--- src/rtl/pseq_pkg.sv ---
package pseq_pkg;

    typedef enum logic [2:0] {
        ACT_HOLD,
        ACT_STEP,
        ACT_JUMP,
        ACT_RET,
        ACT_IRQ
    } seq_act_e;

    typedef struct packed {
        logic inc_cnt;
        logic clr_cnt;
        logic set_bank;
        logic clr_bank;
    } seq_ctl_t;

    // priority: interrupt, exit, restart, advance
    function automatic seq_act_e pick_act(input logic adv, input logic jmp,
                                          input logic ret, input logic irq);
        if (irq)      return ACT_IRQ;
        else if (ret) return ACT_RET;
        else if (jmp) return ACT_JUMP;
        else if (adv) return ACT_STEP;
        else          return ACT_HOLD;
    endfunction

    function automatic seq_ctl_t act_ctl(input seq_act_e act);
        seq_ctl_t c;
        c = '0;
        case (act)
            ACT_STEP: c.inc_cnt = 1'b1;
            ACT_JUMP: c.clr_cnt = 1'b1;
            ACT_RET: begin
                c.clr_cnt  = 1'b1;
                c.clr_bank = 1'b1;
            end
            ACT_IRQ: begin
                c.clr_cnt  = 1'b1;
                c.set_bank = 1'b1;
            end
            default: c = '0;
        endcase
        return c;
    endfunction

endpackage

--- src/rtl/pseq_arbiter.sv ---
module pseq_arbiter
    import pseq_pkg::*;
(
    input  logic     adv,
    input  logic     jmp,
    input  logic     ret,
    input  logic     irq,
    output seq_ctl_t ctl
);
    seq_act_e act;

    always_comb begin
        act = pick_act(adv, jmp, ret, irq);
        ctl = act_ctl(act);
    end
endmodule

--- src/rtl/pseq_counter.sv ---
module pseq_counter #(
    parameter int unsigned CNT_W = 8
) (
    input  logic             clk,
    input  logic             rst,
    input  logic             inc,
    input  logic             clr,
    output logic [CNT_W-1:0] cnt
);
    localparam logic [CNT_W-1:0] CNT_MAX = {CNT_W{1'b1}};

    logic [CNT_W-1:0] cnt_q;

    always_ff @(posedge clk) begin
        if (rst)      cnt_q <= '0;
        else if (clr) cnt_q <= '0;
        else if (inc) cnt_q <= cnt_q + 1'b1;
    end

    assign cnt = cnt_q;


    cnt_wrap_chk: assert property (@(posedge clk) disable iff (rst)
        (inc && !clr && cnt_q == CNT_MAX) |=> (cnt_q == '0));


    cnt_step_chk: assert property (@(posedge clk) disable iff (rst)
        (inc && !clr && cnt_q != CNT_MAX) |=> (cnt_q == $past(cnt_q) + 1'b1));
endmodule

--- src/rtl/pseq_bank.sv ---
module pseq_bank (
    input  logic clk,
    input  logic rst,
    input  logic set_b,
    input  logic clr_b,
    output logic bank
);
    logic bank_q;

    always_ff @(posedge clk) begin
        if (rst)        bank_q <= 1'b0;
        else if (set_b) bank_q <= 1'b1;
        else if (clr_b) bank_q <= 1'b0;
    end

    assign bank = bank_q;


    bank_set_chk: assert property (@(posedge clk) disable iff (rst)
        set_b |=> bank_q);


    bank_clr_chk: assert property (@(posedge clk) disable iff (rst)
        (clr_b && !set_b) |=> !bank_q);


    bank_keep_chk: assert property (@(posedge clk) disable iff (rst)
        (!set_b && !clr_b) |=> $stable(bank_q));
endmodule

--- src/rtl/prog_seq.sv ---
module prog_seq #(
    parameter int unsigned CNT_W = 8
) (
    input  logic               clk,
    input  logic               rst,
    input  logic               adv_i,
    input  logic               jump_i,
    input  logic               ret_i,
    input  logic               irq_i,
    output logic [CNT_W:0]     pc_addr_o
);
    import pseq_pkg::*;

    localparam int unsigned ADDR_W = CNT_W + 1;

    seq_ctl_t         ctl;
    logic [CNT_W-1:0] cnt;
    logic             bank;

    pseq_arbiter u_arb (
        .adv (adv_i),
        .jmp (jump_i),
        .ret (ret_i),
        .irq (irq_i),
        .ctl (ctl)
    );

    pseq_counter #(.CNT_W(CNT_W)) u_cnt (
        .clk (clk),
        .rst (rst),
        .inc (ctl.inc_cnt),
        .clr (ctl.clr_cnt),
        .cnt (cnt)
    );

    pseq_bank u_bank (
        .clk   (clk),
        .rst   (rst),
        .set_b (ctl.set_bank),
        .clr_b (ctl.clr_bank),
        .bank  (bank)
    );

    assign pc_addr_o = {bank, cnt};


    hold_chk: assert property (@(posedge clk) disable iff (rst)
        (!adv_i && !jump_i && !ret_i && !irq_i) |=> $stable(pc_addr_o));


    irq_prio_chk: assert property (@(posedge clk) disable iff (rst)
        irq_i |=> (pc_addr_o == ADDR_W'(1) << CNT_W));


    jump_chk: assert property (@(posedge clk) disable iff (rst)
        (jump_i && !ret_i && !irq_i) |=>
            (pc_addr_o[CNT_W-1:0] == '0 && pc_addr_o[CNT_W] == $past(pc_addr_o[CNT_W])));


    ret_chk: assert property (@(posedge clk) disable iff (rst)
        (ret_i && !irq_i) |=> (pc_addr_o == '0));
endmodule

--- config.mk ---
export PLATFORM = sky130hd
export DESIGN_NAME = prog_seq
export DESIGN_NICKNAME = d
export VERILOG_FILES = /design/src/rtl/pseq_pkg.sv /design/src/rtl/pseq_arbiter.sv /design/src/rtl/pseq_counter.sv /design/src/rtl/pseq_bank.sv /design/src/rtl/prog_seq.sv
export SDC_FILE = /design/constraint.sdc
export NUM_CORES = 1
export LEC_CHECK = 0
export BUFFER_PORTS_ARGS = -buffer_cell sky130_fd_sc_hd__buf_4
export CORE_AREA = 8 8 45 47
export DETAILED_ROUTE_END_ITERATION = 8
export DIE_AREA = 0 0 53 55
export HOLD_SLACK_MARGIN = 0.03
export PLACE_DENSITY_LB_ADDON = 0.05
export RECOVER_POWER = 50
export SYNTH_ARGS = -nofsm -noshare
export SYNTH_HDL_FRONTEND = slang
export SYNTH_HIERARCHICAL = 1
export SYNTH_SLANG_ARGS = --single-unit
--- constraint.sdc ---
create_clock -name clk -period 1.3 [get_ports clk]
set_input_delay 0.195 -clock clk [delete_from_list [all_inputs] [get_ports clk]]
set_output_delay 0.195 -clock clk [all_outputs]
set_load 0.01 [all_outputs]
==> results of run 1 <==
[per-layer routing]
metal / global-route usage / routed length, µm
met5: 0 / 0
met4: 0.0129 / 0
met3: 0.0428 / 71
met2: 0.123 / 448
met1: 0.0815 / 425
[stage by stage]
step	worst slack [ps]	TNS, ps	std cells	utilization	hold WS, ps
6_report	77.0	0	79	0.402	90.5
5_1_grt	11.2	0	79	0.402	82.6
4_1_cts	1.42	0	79	0.410	86.1
3_5_place_dp	-161	-405	75	0.391	357
3_3_place_gp	-126	-288	75	0.391	356
2_1_floorplan	33.0	0	47	-	257
[worst reg2reg max path, delay by kind of cell (launching register included)]
family | cells | cell delay, ps
adders and majority gates | 1 | 210
AOI/OAI and AO/OA | 1 | 130
and+or+nand+nor | 2 | 440
DFF | 1 | 370
[state kept, by name, indices dropped and copies added, names as in the netlist]
register	flops
u_bank/bank	1
u_cnt/cnt	8
[synthesized netlist by cell type, drive strengths merged]
master / count / area (µm²)
dfxtp: 9 / 180
nor2: 5 / 18.8
a21oi: 4 / 23.8
or3: 4 / 25.0
nand4: 3 / 25.0
o21ai: 3 / 15.0
xor2: 3 / 26.3
buf: 2 / 15.0
clkbuf: 2 / 7.51
nand2: 2 / 7.51
nand3: 2 / 10.0
ha: 1 / 12.5
inv: 1 / 3.75
mux2i: 1 / 10.0
nand2b: 1 / 6.26
nor2b: 1 / 6.26
nor4b: 1 / 8.76
or2: 1 / 6.26
xnor2: 1 / 8.76
[what timing repair did]
item / in CTS / in global routing
hold buffers: 0 / 0
setup endpoints to repair: 0 / 1
buffers inserted: 0 / 0
resized for setup: 0 / 3
[report_power, final]
group	switching [W]	leakage, nW	internal (W)
registers	0.00000114	0.0738	0.000278
clock network	0.0000912	0.0150	0.000118
logic	0.0000147	0.120	0.0000187
[cell usage in the layout, fill, tap and decap left out]
cell type,Yosys,final
sky130_fd_sc_hd__dfxtp_1,9,7
sky130_fd_sc_hd__nor2b_1,1,1
sky130_fd_sc_hd__o21ai_0,3,3
sky130_fd_sc_hd__xnor2_1,1,1
sky130_fd_sc_hd__a21oi_2,1,1
sky130_fd_sc_hd__a21oi_1,3,3
sky130_fd_sc_hd__mux2i_1,1,1
sky130_fd_sc_hd__xor2_1,3,3
sky130_fd_sc_hd__nand2_1,2,2
sky130_fd_sc_hd__buf_4,2,12
sky130_fd_sc_hd__nand2b_1,1,1
sky130_fd_sc_hd__nor4b_2,0,1
sky130_fd_sc_hd__nand4_1,2,2
sky130_fd_sc_hd__inv_1,1,1
sky130_fd_sc_hd__nor2_1,5,5
sky130_fd_sc_hd__dfxtp_2,0,2
sky130_fd_sc_hd__or2_0,0,1
sky130_fd_sc_hd__ha_2,0,1
sky130_fd_sc_hd__nand3_1,2,2
sky130_fd_sc_hd__or3_1,4,4
sky130_fd_sc_hd__clkbuf_4,0,3
sky130_fd_sc_hd__clkbuf_1,2,5
sky130_fd_sc_hd__nand4_2,1,1
[cell families after synthesis]
kind of cell	share of synthesized area
AOI/OAI and AO/OA	0.0931
xor gates and xnor gates	0.0841
adders and majority gates	0.0300
buffers and inverters	0.0631
DFF	0.432
muxes	0.0240
and+or+nand+nor	0.273
[layout make-up]
cell class	count	area share
multi-input combinational	33	0.393
sequential	9	0.328
timing repair buffer	16	0.189
clock buffer	4	0.0472
tap	16	0.0360
inverter	1	0.00674
[worst max-delay path by stage]
stage            startpoint  cells after the start            to
3_3_place_gp          ret_i                      6  u_cnt/cnt[7]
4_1_cts        u_cnt/cnt[0]                      4  u_cnt/cnt[6]
3_5_place_dp          ret_i                      6  u_cnt/cnt[7]
2_1_floorplan         ret_i                      5  u_cnt/cnt[5]
6_report       u_cnt/cnt[0]                      4  u_cnt/cnt[6]
5_1_grt        u_cnt/cnt[2]                      3  u_cnt/cnt[7]
==> impl_metrics.json, run 1 <==
{
  "gpl.final_weighted_congestion": 0.644,
  "post-route-cell-area_um2": 557,
  "n_antenna_cell": 0,
  "grt_antenna_before_repair": 0,
  "die_w_um": 53,
  "worst-path-max-fanout": 4,
  "drive_gt1_frac": 0.333,
  "synth.ff_latch_count": 9,
  "clock_latency_late_sink_ps": 250,
  "timing.critical_path.required_ps": 1480,
  "worst_reg_to_reg_path_cell_count": 4,
  "critPathTopFamily": "simple AND/OR/NAND/NOR gates",
  "port_buffers": 14,
  "max_slew_margin": 0.688,
  "dieArea_um2": 2920,
  "max_stage_delay_ps": 370,
  "ff_latch_area_um2": 183,
  "placement.cell_area_um2": 541,
  "rsz_0062_raised_after_global_routing": "false",
  "worst-slew-pin-transition_ps": 467,
  "via_count": 363,
  "worst_setup_path_start_kind": "flop",
  "routed_wire_length_per_instance_um": 11.9,
  "worst-path-buf-inv": 0,
  "cts_tree": "built",
  "post-route-min-period_ps": 1220,
  "first_global_vias": 369,
  "min_delay_path_depth": 2,
  "route.detailed.drc": 0,
  "gr-total-overflow": 0,
  "ir_drop_mv": 0.328,
  "critical_path_arrival_ps": 1400,
  "finalClockSkew_ps": 3.83,
  "detail_route.iter0.violations": 7,
  "filler_cells_inserted": 154,
  "die_y_um": 55,
  "power_density_nw_per_um2": 937,
  "hp-start": "rst",
  "areaGrowthSynthToFinish_pct": 33.6,
  "cts.htree.levels": 1,
  "wirelength_um": 944,
  "maxSlewViolCount": 0,
  "detail_route.vias_per_cell": 4.59,
  "floorplan.initialDensity": 0.301,
  "cts_buffer_depth": 2,
  "io_pins": 15,
  "critical_path.endpoint_type": "flop",
  "maximum_number_of_pins_on_one_net_before_global_route_repair": 9,
  "clkSinkCount": 9,
  "syn_nets": 54,
  "run_status": "complete, no violations",
  "netlist_instances": 47,
  "clk_pin_slew_ps": 60,
  "synthesis.area_per_instance_um2": 8.86,
  "core_region_area_um2": 1380,
  "whs_endpoint": "u_bank/bank",
  "reg2reg_to": "u_cnt/cnt[6]",
  "worstPathCellList": "ha_2 > nand3_1 > or3_1 > a21oi_1",
  "ant_nets": 0,
  "synth-seq-area-share": 0.432,
  "power_leakage_nw": 0.209,
  "timing.setup.critical_path_class": "reg -> reg",
  "synthesis.yosys.warnings": 6,
  "root_buffer": "sky130_fd_sc_hd__clkbuf_4",
  "maxCapViolations": 0,
  "grt_pass1_wl_mm": 1.59,
  "final-setup-viol-count": 0,
  "power.total_w": 0.000522,
  "timing.critical_path.slowest_stage_cell": "sky130_fd_sc_hd__dfxtp_2",
  "number_of_cts_inserted_buffers": 3,
  "fp-row-count": 14,
  "r2r_start": "u_cnt/cnt[0]",
  "mappedNetlistArea_um2": 417,
  "detail_route.first_pass.iterations": 3,
  "achievable-frequency_mhz": 818,
  "final_nets": 71,
  "synth.lib_cells_used.distinct": 21,
  "timing.reg2reg.setup_slack_ps": 80,
  "multiInputGateArea_um2": 219,
  "grt.total_usage": 0.0741,
  "timing.final.crit_share": 0.941,
  "hold_violation_total_from_the_final_report": 0,
  "hold_path.class": "in -> reg"
}
No activity file was read; power rests on OpenSTA's default activity.
==> run 2, diff against run 1 <==
Settings changed: CTS_BUF_LIST set to sky130_fd_sc_hd__clkbuf_8, SETUP_SLACK_MARGIN set to 0.05.
Clock period 1.3 ns to 1 ns, I/O delays scaled along.
==> run 2 against run 1 <==
Sequential power is 28% higher. Clock skew is 1.6 ps lower. Combinational power is 90% higher. Critical path depth stayed put. The run now ends with setup timing left.
==> impl_metrics.json, run 2 (same netlist as run 1, synthesis figures left out) <==
{
  "core_region_area_um2": 1380,
  "gr-total-overflow": 0,
  "power.total_w": 0.000828,
  "hold_path.class": "in -> reg",
  "die_y_um": 55,
  "cts.htree.levels": 1,
  "gpl.final_weighted_congestion": 0.718,
  "finalCoreUtilization": 0.581,
  "grt_pass1_wl_mm": 1.77,
  "routed_wire_length_per_instance_um": 12.5,
  "pre_cts_ws_ps": -382,
  "detail_route.first_pass.iterations": 3,
  "most_frequent_cells_in_the_layout": "sky130_fd_sc_hd__buf_4, sky130_fd_sc_hd__buf_6, sky130_fd_sc_hd__nor2_1",
  "post_cts_hold_buffer_count": 0,
  "root_buffer": "sky130_fd_sc_hd__clkbuf_8",
  "worst_setup_path_start_kind": "flop",
  "largest_register_ffs": 8,
  "cts_tree": "built",
  "fin_ws_ps": -105,
  "dp_hpwl_um": 860,
  "dp.cells": 87,
  "clkSinkCount": 9,
  "number_of_cts_inserted_buffers": 3,
  "worst-path-max-fanout": 3,
  "worst-slew-pin-transition_ps": 320,
  "max_slew_margin": 0.786,
  "cts_buffer_depth": 2,
  "crit_end": "u_cnt/cnt[6]",
  "detail_route.vias_per_cell": 4.53,
  "worst_reg_to_reg_path_cell_count": 4,
  "holdWs_ps": 82.3,
  "maxSlewViolCount": 0,
  "worstPathCellList": "ha_2 > nand3_1 > or3_1 > a21oi_1",
  "floorplan.initialDensity": 0.301,
  "hold_violation_total_from_the_final_report": 0,
  "wirelength_mm": 1.19,
  "timing.critical_path.required_ps": 1160,
  "via_count": 430,
  "run_status": "complete, but fails checks",
  "final_nets": 87,
  "reg2reg_to": "u_cnt/cnt[6]",
  "detail_route.iter0.violations": 3,
  "port_buffers": 14,
  "r2r_start": "u_cnt/cnt[0]",
  "grt.total_usage": 0.0842,
  "clock_latency_late_sink_ps": 230,
  "io_pins": 15,
  "maximum_number_of_pins_on_one_net_before_global_route_repair": 9,
  "rsz_0062_raised_after_global_routing": "true",
  "dieArea_um2": 2920,
  "route.detailed.drc": 0,
  "power_leakage_nw": 0.340,
  "maxCapViolations": 0,
  "hp-start": "rst",
  "n_antenna_cell": 0,
  "timing.setup.critical_path_class": "reg -> reg",
  "timing.final.crit_share": 1.11,
  "fp-row-count": 14,
  "first_global_vias": 471,
  "die_w_um": 53,
  "achievable-frequency_mhz": 905,
  "clk_pin_slew_ps": 50,
  "max_stage_delay_ps": 350,
  "power_density_nw_per_um2": 1030,
  "final-setup-viol-count": 7,
  "timing.critical_path.slowest_stage_cell": "sky130_fd_sc_hd__dfxtp_4",
  "startpoint": "u_cnt/cnt[0]",
  "finalClockSkew_ps": 2.25,
  "final_cells": 95,
  "ant_nets": 0,
  "grt_antenna_before_repair": 0,
  "post-route-min-period_ps": 1110,
  "violations": "setup timing",
  "critical_path_arrival_ps": 1270,
  "critical_path.endpoint_type": "flop",
  "drive_gt1_frac": 0.570,
  "ir_drop_mv": 0.648,
  "areaGrowthSynthToFinish_pct": 93.1,
  "timing.reg2reg.setup_slack_ps": -110
}
[run 2: cell types whose count changed in the layout (fill, tap and decap cells not counted), sizes merged]
cell    change
inv         +1
clkbuf      -2
buf        +17
[run 2: worst min path at each step]
stage,end,slack (ps),depth (start not counted)
after floorplan,u_bank/bank,210,1
after global placement,u_bank/bank,310,2
after detailed placement,u_bank/bank,320,2
after CTS,u_bank/bank,80,2
after global routing,u_bank/bank,90,2
final,u_bank/bank,80,2
[run 2: report_power, final]
group / internal [W] / leakage, nW / switching, W / total, W
Sequential: 0.000355 / 0.0762 / 0.00000144 / 0.000356
Clock: 0.000267 / 0.0269 / 0.000141 / 0.000408
Combinational: 0.0000401 / 0.236 / 0.0000233 / 0.0000635
Total: 0.000662 / 0.340 / 0.000166 / 0.000828
[run 2: cell type report]
class                           instances  area (µm²)
Clock buffer                            3        41.3
Inverter                                1        3.75
Fill cell                             135         579
Tap cell                               16        20.0
Sequential cell                         9         194
Clock inverter                          1        3.75
Multi-Input combinational cell         33         253
Timing Repair Buffer                   32         289
[run 2: layer usage]
metal | global-route usage | routed length, µm | up-vias
met1 | 0.0714 | 482 | 197
li1 | - | - | 223
met2 | 0.166 | 639 | 10
met3 | 0.0267 | 67 | 0
met5 | 0 | 0 | -
met4 | 0.0517 | 0 | 0
[run 2: critical path, delay by kind of cell (launching register included)]
kind,cells,cell delay [ps]
fa+ha+maj,1,170
compound gates,1,110
flops,1,350
simple gates,2,400
[run 2: what timing repair did]
item / 4_1_cts / 5_1_grt
pin swaps: 9 / 7
endpoints found under the setup margin: 13 / 13
resized for setup: 16 / 8
buffers inserted: 2 / 2
[run 2: metrics by stage]
| step | TNS, ps | cell area [µm²] |
|---|---|---|
| after CTS | -430 | 773 |
| after floorplan | -396 | 463 |
| after global placement | -1940 | 661 |
| after global routing | -852 | 805 |
| final | -400 | 805 |
| after detailed placement | -2240 | 661 |
==> run 3, diff against run 2 <==
Settings changed: HOLD_SLACK_MARGIN 0.03 to 0.1.
==> run 3 against run 2 <==
Critical endpoint unchanged. First-iteration DRC count is the same. Clock power is essentially flat. Largest cell class unchanged. Critical path depth did not move. Combinational power up 3.5%. The flow still finishes with violations (setup timing). Non-clock buffer count rose by 1. Setup slack is the same. Routed wire length fell by 1.8%.
==> impl_metrics.json, run 3 (same netlist as run 1, synthesis figures left out) <==
{
  "hold_violation_total_from_the_final_report": 0,
  "clock_latency_late_sink_ps": 230,
  "drive_gt1_frac": 0.563,
  "number_of_cts_inserted_buffers": 3,
  "finalClockSkew_ps": 2.19,
  "gr-usage-met2": 0.166,
  "power.total_w": 0.000830,
  "grt_pass1_wl_mm": 1.77,
  "critical_path_arrival_ps": 1270,
  "post-route-min-period_ps": 1110,
  "max_slew_margin": 0.786,
  "timing.critical_path.required_ps": 1160,
  "final_cells": 96,
  "maxCapViolations": 0,
  "detail_route.first_pass.iterations": 3,
  "timing.reg2reg.setup_slack_ps": -110,
  "detail_route.iter0.violations": 3,
  "most_frequent_cells_in_the_layout": "sky130_fd_sc_hd__buf_4, sky130_fd_sc_hd__buf_6, sky130_fd_sc_hd__nor2_1",
  "worst-path-max-fanout": 3,
  "wirelength_mm": 1.17,
  "grt_most_used_layer": "met2",
  "clk_pin_slew_ps": 50,
  "rsz_0062_raised_after_global_routing": "true",
  "timing.setup.critical_path_class": "reg -> reg",
  "detail_route.vias_per_cell": 4.51,
  "fp-row-count": 14,
  "final_nets": 88,
  "largest_register_ffs": 8,
  "worst_setup_path_start_kind": "flop",
  "cts_buffer_depth": 2,
  "worst-slew-pin-transition_ps": 320,
  "holdWs_ps": 252,
  "finalSetupTns_ps": -398,
  "die_y_um": 55,
  "grt.met3_usage": 0.0267,
  "first_global_vias": 471,
  "hold_path.class": "in -> reg",
  "floorplan.initialDensity": 0.301,
  "routed_wire_length_per_instance_um": 12.2,
  "maximum_number_of_pins_on_one_net_before_global_route_repair": 9,
  "critical_path.endpoint_type": "flop",
  "grt_antenna_before_repair": 0,
  "n_antenna_cell": 0,
  "worstPathCellList": "ha_2 > nand3_1 > or3_1 > a21oi_1",
  "areaGrowthSynthToFinish_pct": 95.5,
  "ant_nets": 0,
  "cts.htree.levels": 1,
  "grt.total_usage": 0.0842,
  "dp_hpwl_um": 860,
  "run_status": "complete, but fails checks",
  "gr-total-overflow": 0,
  "dp.cells": 87,
  "post-route-cell-area_um2": 815,
  "die_w_um": 53,
  "max_stage_delay_ps": 350,
  "cts_tree": "built",
  "timing.final.crit_share": 1.11,
  "grtUsageMet1": 0.0714,
  "root_buffer": "sky130_fd_sc_hd__clkbuf_8",
  "clkSinkCount": 9,
  "violations": "setup timing",
  "dieArea_um2": 2920,
  "via_count": 433,
  "core_region_area_um2": 1380,
  "ir_drop_mv": 0.655,
  "timing.critical_path.slowest_stage_cell": "sky130_fd_sc_hd__dfxtp_4",
  "filler_cells_inserted": 133,
  "maxSlewViolCount": 0,
  "final-setup-viol-count": 7,
  "power_leakage_nw": 0.344,
  "io_pins": 15,
  "route.detailed.drc": 0,
  "fin_ws_ps": -105,
  "achievable-frequency_mhz": 905,
  "power_density_nw_per_um2": 1020,
  "port_buffers": 14,
  "placement.cell_area_um2": 661,
  "gpl.final_weighted_congestion": 0.718
}
[run 3: cell count changes in the layout (fill, tap and decap cells not counted), sizes merged]
cell         change
dlygate4sd3      +1
[run 3: where the power goes]
group / leakage, nW / internal [W] / switching [W]
Sequential: 0.0762 / 0.000355 / 0.00000139
Combinational: 0.241 / 0.0000426 / 0.0000231
Clock: 0.0269 / 0.000267 / 0.000141
Total: 0.344 / 0.000665 / 0.000165
[run 3: worst paths after layout]
kind,start,to,cells past startpoint
min reg2reg,u_bank/bank,u_bank/bank,2
min,rst,u_cnt/cnt[5],3
max reg2reg,u_cnt/cnt[0],u_cnt/cnt[6],4
max,u_cnt/cnt[0],u_cnt/cnt[6],4
[run 3: area by class of cell]
cell class	instances	area (µm²)	share of cell area
timing repair buffer	33	299	0.367
multi-input combinational	33	253	0.310
inverter	1	3.75	0.00461
tap	16	20.0	0.0246
clock inverter	1	3.75	0.00461
sequential	9	194	0.238
clock buffer	3	41.3	0.0507
[run 3: critical path: cells and delay by family, from the launching register on]
kind / cells / cell delay (ps)
AOI/OAI and AO/OA: 1 / 110
and+or+nand+nor: 2 / 400
DFF: 1 / 350
adders and majority gates: 1 / 170
[run 3: per-stage QoR]
step           worst slack (ps)  utilization
5_1_grt                    -170        0.589
6_report                   -105        0.589
2_1_floorplan              -139            -
4_1_cts                    -108        0.559
3_5_place_dp               -382        0.477
3_3_place_gp               -320        0.477
[run 3: repair_timing]
item / in CTS / in global routing
setup buffers: 2 / 2
pin swaps: 9 / 7
gates resized for setup: 16 / 8
endpoints found under the hold margin: 1 / 1
setup endpoints to repair: 13 / 13
[run 3: metal layers]
| metal | routed length, µm | share of wire |
|---|---|---|
| met1 | 480 | 0.41 |
| met2 | 619 | 0.53 |
| met3 | 67 | 0.057 |
| met4 | 0 | 0 |
| met5 | 0 | 0 |
